### config.mk
export PLATFORM = sky130hd
export DESIGN_NAME = mhf_filter_top
export DESIGN_NICKNAME = d
export VERILOG_FILES = /design/src/rtl/mhf_pkg.sv /design/src/rtl/mhf_regs.sv /design/src/rtl/mhf_capture.sv /design/src/rtl/mhf_decide.sv /design/src/rtl/mhf_filter_top.sv
export SDC_FILE = /design/constraint.sdc
export NUM_CORES = 1
export LEC_CHECK = 0
export CORE_ASPECT_RATIO = 1.25
export CORE_MARGIN = 3
export CORE_UTILIZATION = 30
export CTS_BUF_LIST = sky130_fd_sc_hd__clkbuf_8
export DETAILED_ROUTE_END_ITERATION = 16
export GPL_TIMING_DRIVEN = 1
export PLACE_DENSITY = 0.47
export SYNTH_ARGS = -nofsm -noshare
export SYNTH_HDL_FRONTEND = slang
export SYNTH_SLANG_ARGS = --single-unit
### constraint.sdc
create_clock -name clk -period 5.47 [get_ports clk]
set_clock_uncertainty 0.15 [all_clocks]
set_input_delay 1.094 -clock clk [delete_from_list [all_inputs] [get_ports clk]]
set_output_delay 1.094 -clock clk [all_outputs]
set_load 0.03 [all_outputs]
### src/rtl/mhf_pkg.sv
package mhf_pkg;
  localparam logic [31:0] CRC_POLY = 32'h04C11DB7;

  typedef enum logic [2:0] {
    SEL_MODE    = 3'd0,
    SEL_STA_LO  = 3'd1,
    SEL_STA_HI  = 3'd2,
    SEL_HASH_LO = 3'd3,
    SEL_HASH_HI = 3'd4
  } reg_sel_e;

  typedef struct packed {
    logic bcast_off;
    logic hash_en;
    logic all_mc;
    logic promisc;
  } mode_t;

  // One byte into an MSB-first CRC register, data LSB first.
  function automatic logic [31:0] crc_step(input logic [31:0] c, input logic [7:0] d);
    logic [31:0] r;
    r = c;
    for (int i = 0; i < 8; i++) begin
      if (r[31] ^ d[i]) r = (r << 1) ^ CRC_POLY;
      else              r = r << 1;
    end
    return r;
  endfunction
endpackage

### src/rtl/mhf_regs.sv
module mhf_regs
  import mhf_pkg::*;
#(
  parameter int REG_W     = 32,
  parameter int ADDR_BITS = 48
) (
  input  logic                 clk,
  input  logic                 rst,
  input  logic                 wen,
  input  logic [2:0]           sel,
  input  logic [REG_W-1:0]     wdata,
  output logic [REG_W-1:0]     rdata,
  output mode_t                mode,
  output logic [ADDR_BITS-1:0] station,
  output logic [REG_W-1:0]     hash_lo,
  output logic [REG_W-1:0]     hash_hi
);
  localparam int HI_W = ADDR_BITS - REG_W;

  always_ff @(posedge clk) begin
    if (rst) begin
      mode    <= '0;
      station <= '0;
      hash_lo <= '0;
      hash_hi <= '0;
      rdata   <= '0;
    end else begin
      case (sel)
        SEL_MODE:    rdata <= REG_W'(mode);
        SEL_STA_LO:  rdata <= station[REG_W-1:0];
        SEL_STA_HI:  rdata <= REG_W'(station[ADDR_BITS-1:REG_W]);
        SEL_HASH_LO: rdata <= hash_lo;
        SEL_HASH_HI: rdata <= hash_hi;
        default:     rdata <= '0;
      endcase
      if (wen) begin
        case (sel)
          SEL_MODE:    mode <= mode_t'(wdata[$bits(mode_t)-1:0]);
          SEL_STA_LO:  station[REG_W-1:0] <= wdata;
          SEL_STA_HI:  station[ADDR_BITS-1:REG_W] <= wdata[HI_W-1:0];
          SEL_HASH_LO: hash_lo <= wdata;
          SEL_HASH_HI: hash_hi <= wdata;
          default: ;
        endcase
      end
    end
  end
endmodule

### src/rtl/mhf_capture.sv
module mhf_capture
  import mhf_pkg::*;
#(
  parameter int ADDR_BYTES = 6,
  parameter int HIDX_W     = 6
) (
  input  logic                    clk,
  input  logic                    rst,
  input  logic                    byte_valid,
  input  logic                    byte_first,
  input  logic [7:0]              byte_data,
  output logic                    last,
  output logic [ADDR_BYTES*8-1:0] addr_full,
  output logic [HIDX_W-1:0]       hidx
);
  localparam int CNT_W = $clog2(ADDR_BYTES + 1);

  logic [CNT_W-1:0]        cnt_q, idx;
  logic [31:0]             crc_q, crc_base, crc_nxt;
  logic [ADDR_BYTES*8-1:0] addr_q;
  logic                    take;

  assign idx      = byte_first ? '0 : cnt_q;
  assign take     = byte_valid && (byte_first || cnt_q < CNT_W'(ADDR_BYTES));
  assign crc_base = byte_first ? '1 : crc_q;
  assign crc_nxt  = crc_step(crc_base, byte_data);
  assign last     = take && (idx == CNT_W'(ADDR_BYTES - 1));
  assign hidx     = crc_nxt[31 -: HIDX_W];

  always_comb begin
    addr_full = addr_q;
    addr_full[int'(idx)*8 +: 8] = byte_data;
  end

  always_ff @(posedge clk) begin
    if (rst) begin
      cnt_q  <= CNT_W'(ADDR_BYTES);
      crc_q  <= '1;
      addr_q <= '0;
    end else if (take) begin
      cnt_q  <= idx + 1'b1;
      crc_q  <= crc_nxt;
      addr_q <= addr_full;
    end
  end
endmodule

### src/rtl/mhf_decide.sv
module mhf_decide
  import mhf_pkg::*;
#(
  parameter int REG_W     = 32,
  parameter int ADDR_BITS = 48,
  parameter int HIDX_W    = 6
) (
  input  logic                 clk,
  input  logic                 rst,
  input  logic                 last,
  input  logic [ADDR_BITS-1:0] addr,
  input  logic [HIDX_W-1:0]    hidx,
  input  mode_t                mode,
  input  logic [ADDR_BITS-1:0] station,
  input  logic [REG_W-1:0]     hash_lo,
  input  logic [REG_W-1:0]     hash_hi,
  output logic                 dec_valid,
  output logic                 dec_accept,
  output logic                 dec_mcast
);
  logic [REG_W-1:0] word;
  logic             hbit, is_mc, is_bc, uc_hit, acc;

  assign word   = hidx[HIDX_W-1] ? hash_hi : hash_lo;
  assign hbit   = word[hidx[HIDX_W-2:0]];
  assign is_mc  = addr[0];
  assign is_bc  = &addr;
  assign uc_hit = (addr == station);
  assign acc    = mode.promisc
               | (is_bc & ~mode.bcast_off)
               | (is_mc & ~is_bc & (mode.all_mc | (mode.hash_en & hbit)))
               | (~is_mc & uc_hit);

  always_ff @(posedge clk) begin
    if (rst) begin
      dec_valid  <= 1'b0;
      dec_accept <= 1'b0;
      dec_mcast  <= 1'b0;
    end else begin
      dec_valid  <= last;
      dec_accept <= last & acc;
      dec_mcast  <= last & is_mc;
    end
  end
endmodule

### src/rtl/mhf_filter_top.sv
module mhf_filter_top
  import mhf_pkg::*;
#(
  parameter int REG_W      = 32,
  parameter int ADDR_BYTES = 6
) (
  input  logic             clk,
  input  logic             rst,
  input  logic             reg_wen,
  input  logic [2:0]       reg_addr,
  input  logic [REG_W-1:0] reg_wdata,
  output logic [REG_W-1:0] reg_rdata,
  input  logic             byte_valid,
  input  logic             byte_first,
  input  logic [7:0]       byte_data,
  output logic             dec_valid,
  output logic             dec_accept,
  output logic             dec_mcast
);
  localparam int ADDR_BITS = ADDR_BYTES * 8;
  localparam int HIDX_W    = $clog2(2 * REG_W);

  mode_t                mode;
  logic [ADDR_BITS-1:0] station, addr_full;
  logic [REG_W-1:0]     hash_lo, hash_hi;
  logic [HIDX_W-1:0]    hidx;
  logic                 last;

  mhf_regs #(.REG_W(REG_W), .ADDR_BITS(ADDR_BITS)) regs_i (
    .clk(clk), .rst(rst), .wen(reg_wen), .sel(reg_addr), .wdata(reg_wdata),
    .rdata(reg_rdata), .mode(mode), .station(station),
    .hash_lo(hash_lo), .hash_hi(hash_hi)
  );

  mhf_capture #(.ADDR_BYTES(ADDR_BYTES), .HIDX_W(HIDX_W)) cap_i (
    .clk(clk), .rst(rst), .byte_valid(byte_valid), .byte_first(byte_first),
    .byte_data(byte_data), .last(last), .addr_full(addr_full), .hidx(hidx)
  );

  mhf_decide #(.REG_W(REG_W), .ADDR_BITS(ADDR_BITS), .HIDX_W(HIDX_W)) dec_i (
    .clk(clk), .rst(rst), .last(last), .addr(addr_full), .hidx(hidx),
    .mode(mode), .station(station), .hash_lo(hash_lo), .hash_hi(hash_hi),
    .dec_valid(dec_valid), .dec_accept(dec_accept), .dec_mcast(dec_mcast)
  );
endmodule

==> metrics.json <==
{
  "min-delay-start": "cap_i.crc_q[13]$_SDFFE_PP1P_",
  "route.final.wire_length_mm": 40.8,
  "timing.slew.headroom": 0.296,
  "critPathMaxFanout": 10,
  "avgRoutedWirePerCell_um": 19.6,
  "worst_skew_late_latency_ns": 0.60,
  "grt_pass1_vias": 10634,
  "grt_pass1_wl_mm": 62.9,
  "ys_async_sr_fraction": 0,
  "gp_congestion": 0.900,
  "clock_tree.root_cell": "sky130_fd_sc_hd__clkbuf_8",
  "synthFlopType": "sky130_fd_sc_hd__dfxtp_1",
  "grt_overflow_total": 0,
  "ctsHoldBuffers": 0,
  "track_usage": 0.190,
  "chipHeight_um": 229,
  "syn2layout_area_growth_pct": 19.4,
  "post_layout_nonfiller_instances": 2081,
  "syn_area_per_cell_um2": 8.02,
  "place.port_buffers": 82,
  "yosysTopAreaCell": "sky130_fd_sc_hd__dfxtp_1",
  "clkTransAtPathRegs_ns": 0.06,
  "finalHoldViolCount": 0,
  "synth_seq_cells": 234,
  "cts-resized-gates": 0,
  "timing.critical_path.slowest_cell_delay_ns": 0.56,
  "cts_buffers": 44,
  "power.density_nw_per_um2": 319,
  "layout.nets": 1606,
  "ys_warn_count": 0,
  "unrepaired_setup_endpoints_after_global_routing": "no",
  "finalSetupViolations": 0,
  "report.final.slew_viol_count": 0,
  "largest_net_degree_at_the_start_of_global_routing": 75,
  "worstPathCellList": "clkdlybuf4s50_1 > nand2b_1 > ha_1 > ha_1 > or4b_4 > nor3_4 > buf_4 > a31oi_1 > a2111oi_0 > nand4_1 > and2_1 > nand3b_1 > a211o_1 > o211ai_2",
  "final_min_period_over_clock_period": 0.843,
  "yosys.cell_count.top_type": "sky130_fd_sc_hd__nand2_1",
  "min_path_cells": 1,
  "worst_min_path_class": "flop to flop",
  "die_area_um2": 42300,
  "final_layout_size_suffix_gt1_frac": 0.0922,
  "synthTopCellsByCount": "293 x sky130_fd_sc_hd__nand2_1, 234 x sky130_fd_sc_hd__dfxtp_1, 182 x sky130_fd_sc_hd__a21oi_1",
  "tritoncts_num_sinks": 234,
  "finalWorstPathRequiredPeriod_ns": 4.61,
  "floorplan.die.width_um": 185,
  "worst-path-stages": 14,
  "n_antenna_cell": 0,
  "drtAntennaViolNets": 0,
  "synth_cell_type_count": 57,
  "hpwlAfterDp_mm": 27.9,
  "io-pin-count": 83,
  "maxClockFrequency_ghz": 0.217,
  "post_cts.repair.setup_buffers": 0,
  "dp_cells": 2005,
  "status": "finished clean",
  "final.setup.tns_ns": 0,
  "h-tree-depth": 2,
  "worstPathRequired_ns": 5.77,
  "synth_area_um2": 11900,
  "ir_worst_vdd_v": 0.000181,
  "postSynthNetCount": 1542,
  "worstSetupEndpointType": "flop",
  "worstPathArrival_ns": 4.92,
  "drv_cap": 0,
  "drt_pass1_iterations": 5,
  "timing.reg2reg.worst_path_depth": 14,
  "placement_rows": 81,
  "crit_path_start": "byte_first",
  "power_mw": 4.55,
  "clock_tree.buffer_depth": 3,
  "critPathBufInv": 2,
  "p_leak_nw": 5.07,
  "timing.critical_path.max_delay_family": "simple AND/OR/NAND/NOR gates",
  "grt_antenna_before_repair": 0,
  "crit_slowest_cell": "sky130_fd_sc_hd__clkdlybuf4s50_1",
  "detailedRoute.firstIterationViolations": 805,
  "synth.top_cell.area_share": 0.392,
  "tritoncts_clock_tree": "done",
  "worstSetupStartpointType": "input port",
  "yosysSeqAreaShare": 0.392,
  "cpMostUsedCell": "sky130_fd_sc_hd__ha_1",
  "post_drt_via_cell_ratio": 5.10,
  "drc": 0,
  "synth_edf_count": 0,
  "timing_worst_setup_path_type": "input port to flop",
  "effective_utilization_at_floorplan": 0.305,
  "worstMarginPinSlew_ns": 1.05,
  "netlist_instances": 1489,
  "routed-via-count": 10619,
  "floorplan.core_area_um2": 39200,
  "crit-reg2reg-launch": "cap_i.cnt_q[0]$_SDFFE_PP0P_",
  "ys_top_cells_by_area": "sky130_fd_sc_hd__dfxtp_1 39%, sky130_fd_sc_hd__nand2_1 9.2%, sky130_fd_sc_hd__mux2i_1 8.4%, sky130_fd_sc_hd__a21oi_1 7.6%, sky130_fd_sc_hd__xnor2_1 7.5%"
}
placed cells by master (no fill, tap or decap), types with 5 or more instances in the layout:
cell | Yosys | routed
sky130_fd_sc_hd__nand2_1 | 293 | 292
sky130_fd_sc_hd__dfxtp_1 | 234 | 234
sky130_fd_sc_hd__a21oi_1 | 182 | 182
sky130_fd_sc_hd__nor2_1 | 167 | 167
sky130_fd_sc_hd__xnor2_1 | 103 | 101
sky130_fd_sc_hd__mux2i_1 | 100 | 100
sky130_fd_sc_hd__clkdlybuf4s50_1 | 0 | 81
sky130_fd_sc_hd__clkbuf_8 | 0 | 54
sky130_fd_sc_hd__buf_4 | 0 | 48
sky130_fd_sc_hd__nand3_1 | 36 | 36
sky130_fd_sc_hd__inv_1 | 22 | 35
sky130_fd_sc_hd__a211o_1 | 31 | 31
sky130_fd_sc_hd__xor2_1 | 26 | 26
sky130_fd_sc_hd__a22oi_1 | 19 | 19
sky130_fd_sc_hd__a221oi_1 | 17 | 17
sky130_fd_sc_hd__o21ai_0 | 15 | 15
sky130_fd_sc_hd__mux2_2 | 11 | 11
sky130_fd_sc_hd__nand4_1 | 11 | 11
sky130_fd_sc_hd__and2_1 | 8 | 9
sky130_fd_sc_hd__nor2b_1 | 7 | 7
sky130_fd_sc_hd__nor3_1 | 7 | 7
sky130_fd_sc_hd__a31oi_1 | 7 | 7
sky130_fd_sc_hd__nand3b_1 | 6 | 6
sky130_fd_sc_hd__and3_1 | 6 | 6
sky130_fd_sc_hd__nor4_1 | 6 | 6
sky130_fd_sc_hd__mux4_2 | 6 | 6
sky130_fd_sc_hd__nand2b_1 | 5 | 5
sky130_fd_sc_hd__xnor2_2 | 3 | 5
sky130_fd_sc_hd__and4_1 | 5 | 5
sky130_fd_sc_hd__ha_1 | 5 | 5
worst paths after layout:
check                            endpoint  slack [ns]
max           dec_i.dec_accept$_SDFF_PP0_        0.86
max reg2reg   dec_i.dec_accept$_SDFF_PP0_        1.51
min reg2reg  cap_i.crc_q[13]$_SDFFE_PP1P_        0.31
min          cap_i.crc_q[13]$_SDFFE_PP1P_        0.31
layout make-up:
cell class | instances | area (µm²)
timing repair buffer | 132 | 1220
inverter | 22 | 82.6
clock inverter | 22 | 148
clock buffer | 54 | 743
multi-input combinational | 1119 | 6770
sequential | 234 | 4680
fill | 4129 | 25000
tap | 498 | 623
cells by family after synthesis:
kind of cell / after synthesis / synth area share
AOI/OAI and AO/OA: 293 / 0.149
adders and majority gates: 5 / 0.00524
DFF: 234 / 0.392
muxes: 118 / 0.106
xor gates and xnor gates: 132 / 0.0986
and+or+nand+nor: 571 / 0.205
buffers and inverters: 136 / 0.0446
worst reg2reg max path: cells and delay by family, from the launching register on:
kind,cells,cell delay (ns)
flip-flops,1,0.45
AND/OR/NAND/NOR,6,1.55
AO/OA/AOI/OAI,4,0.77
buffers and inverters,2,0.31
adder cells (fa/ha/maj),2,0.61
through the flow:
step / hold slack [ns] / setup WS (ns) / instance area (µm²) / util
after floorplan: 0.286 / 0.614 / 11900 / -
after global placement: 0.294 / 0.441 / 13400 / 0.341
after detailed placement: 0.301 / 0.290 / 13400 / 0.341
after CTS: 0.316 / 0.894 / 14300 / 0.364
after global routing: 0.334 / 0.639 / 14300 / 0.364
final: 0.314 / 0.860 / 14300 / 0.364
power by group:
| part | total [mW] | internal [mW] | switching (mW) |
|---|---|---|---|
| clock | 1.74 | 0.944 | 0.796 |
| combinational | 0.991 | 0.426 | 0.565 |
| sequential | 1.82 | 1.77 | 0.0548 |
| total | 4.55 | 3.14 | 1.42 |
routing by layer:
metal	share of wire	routed length, µm	track usage
met2	0.49	19900	0.324
met3	0.044	1800	0.0302
met5	0	0	0
met4	0.035	1440	0.0693
met1	0.43	17700	0.241
registers in the layout, indices dropped and copies added, names as in the netlist:
name	count
regs_i.hash_lo	32
cap_i.crc_q	32
dec_i.dec_accept	1
cap_i.cnt_q	3
regs_i.hash_hi	32
regs_i.mode	4
dec_i.dec_mcast	1
dec_i.dec_valid	1
regs_i.rdata	32
cap_i.addr_q	48
regs_i.station	48
Power figures use the tool's default switching activity.
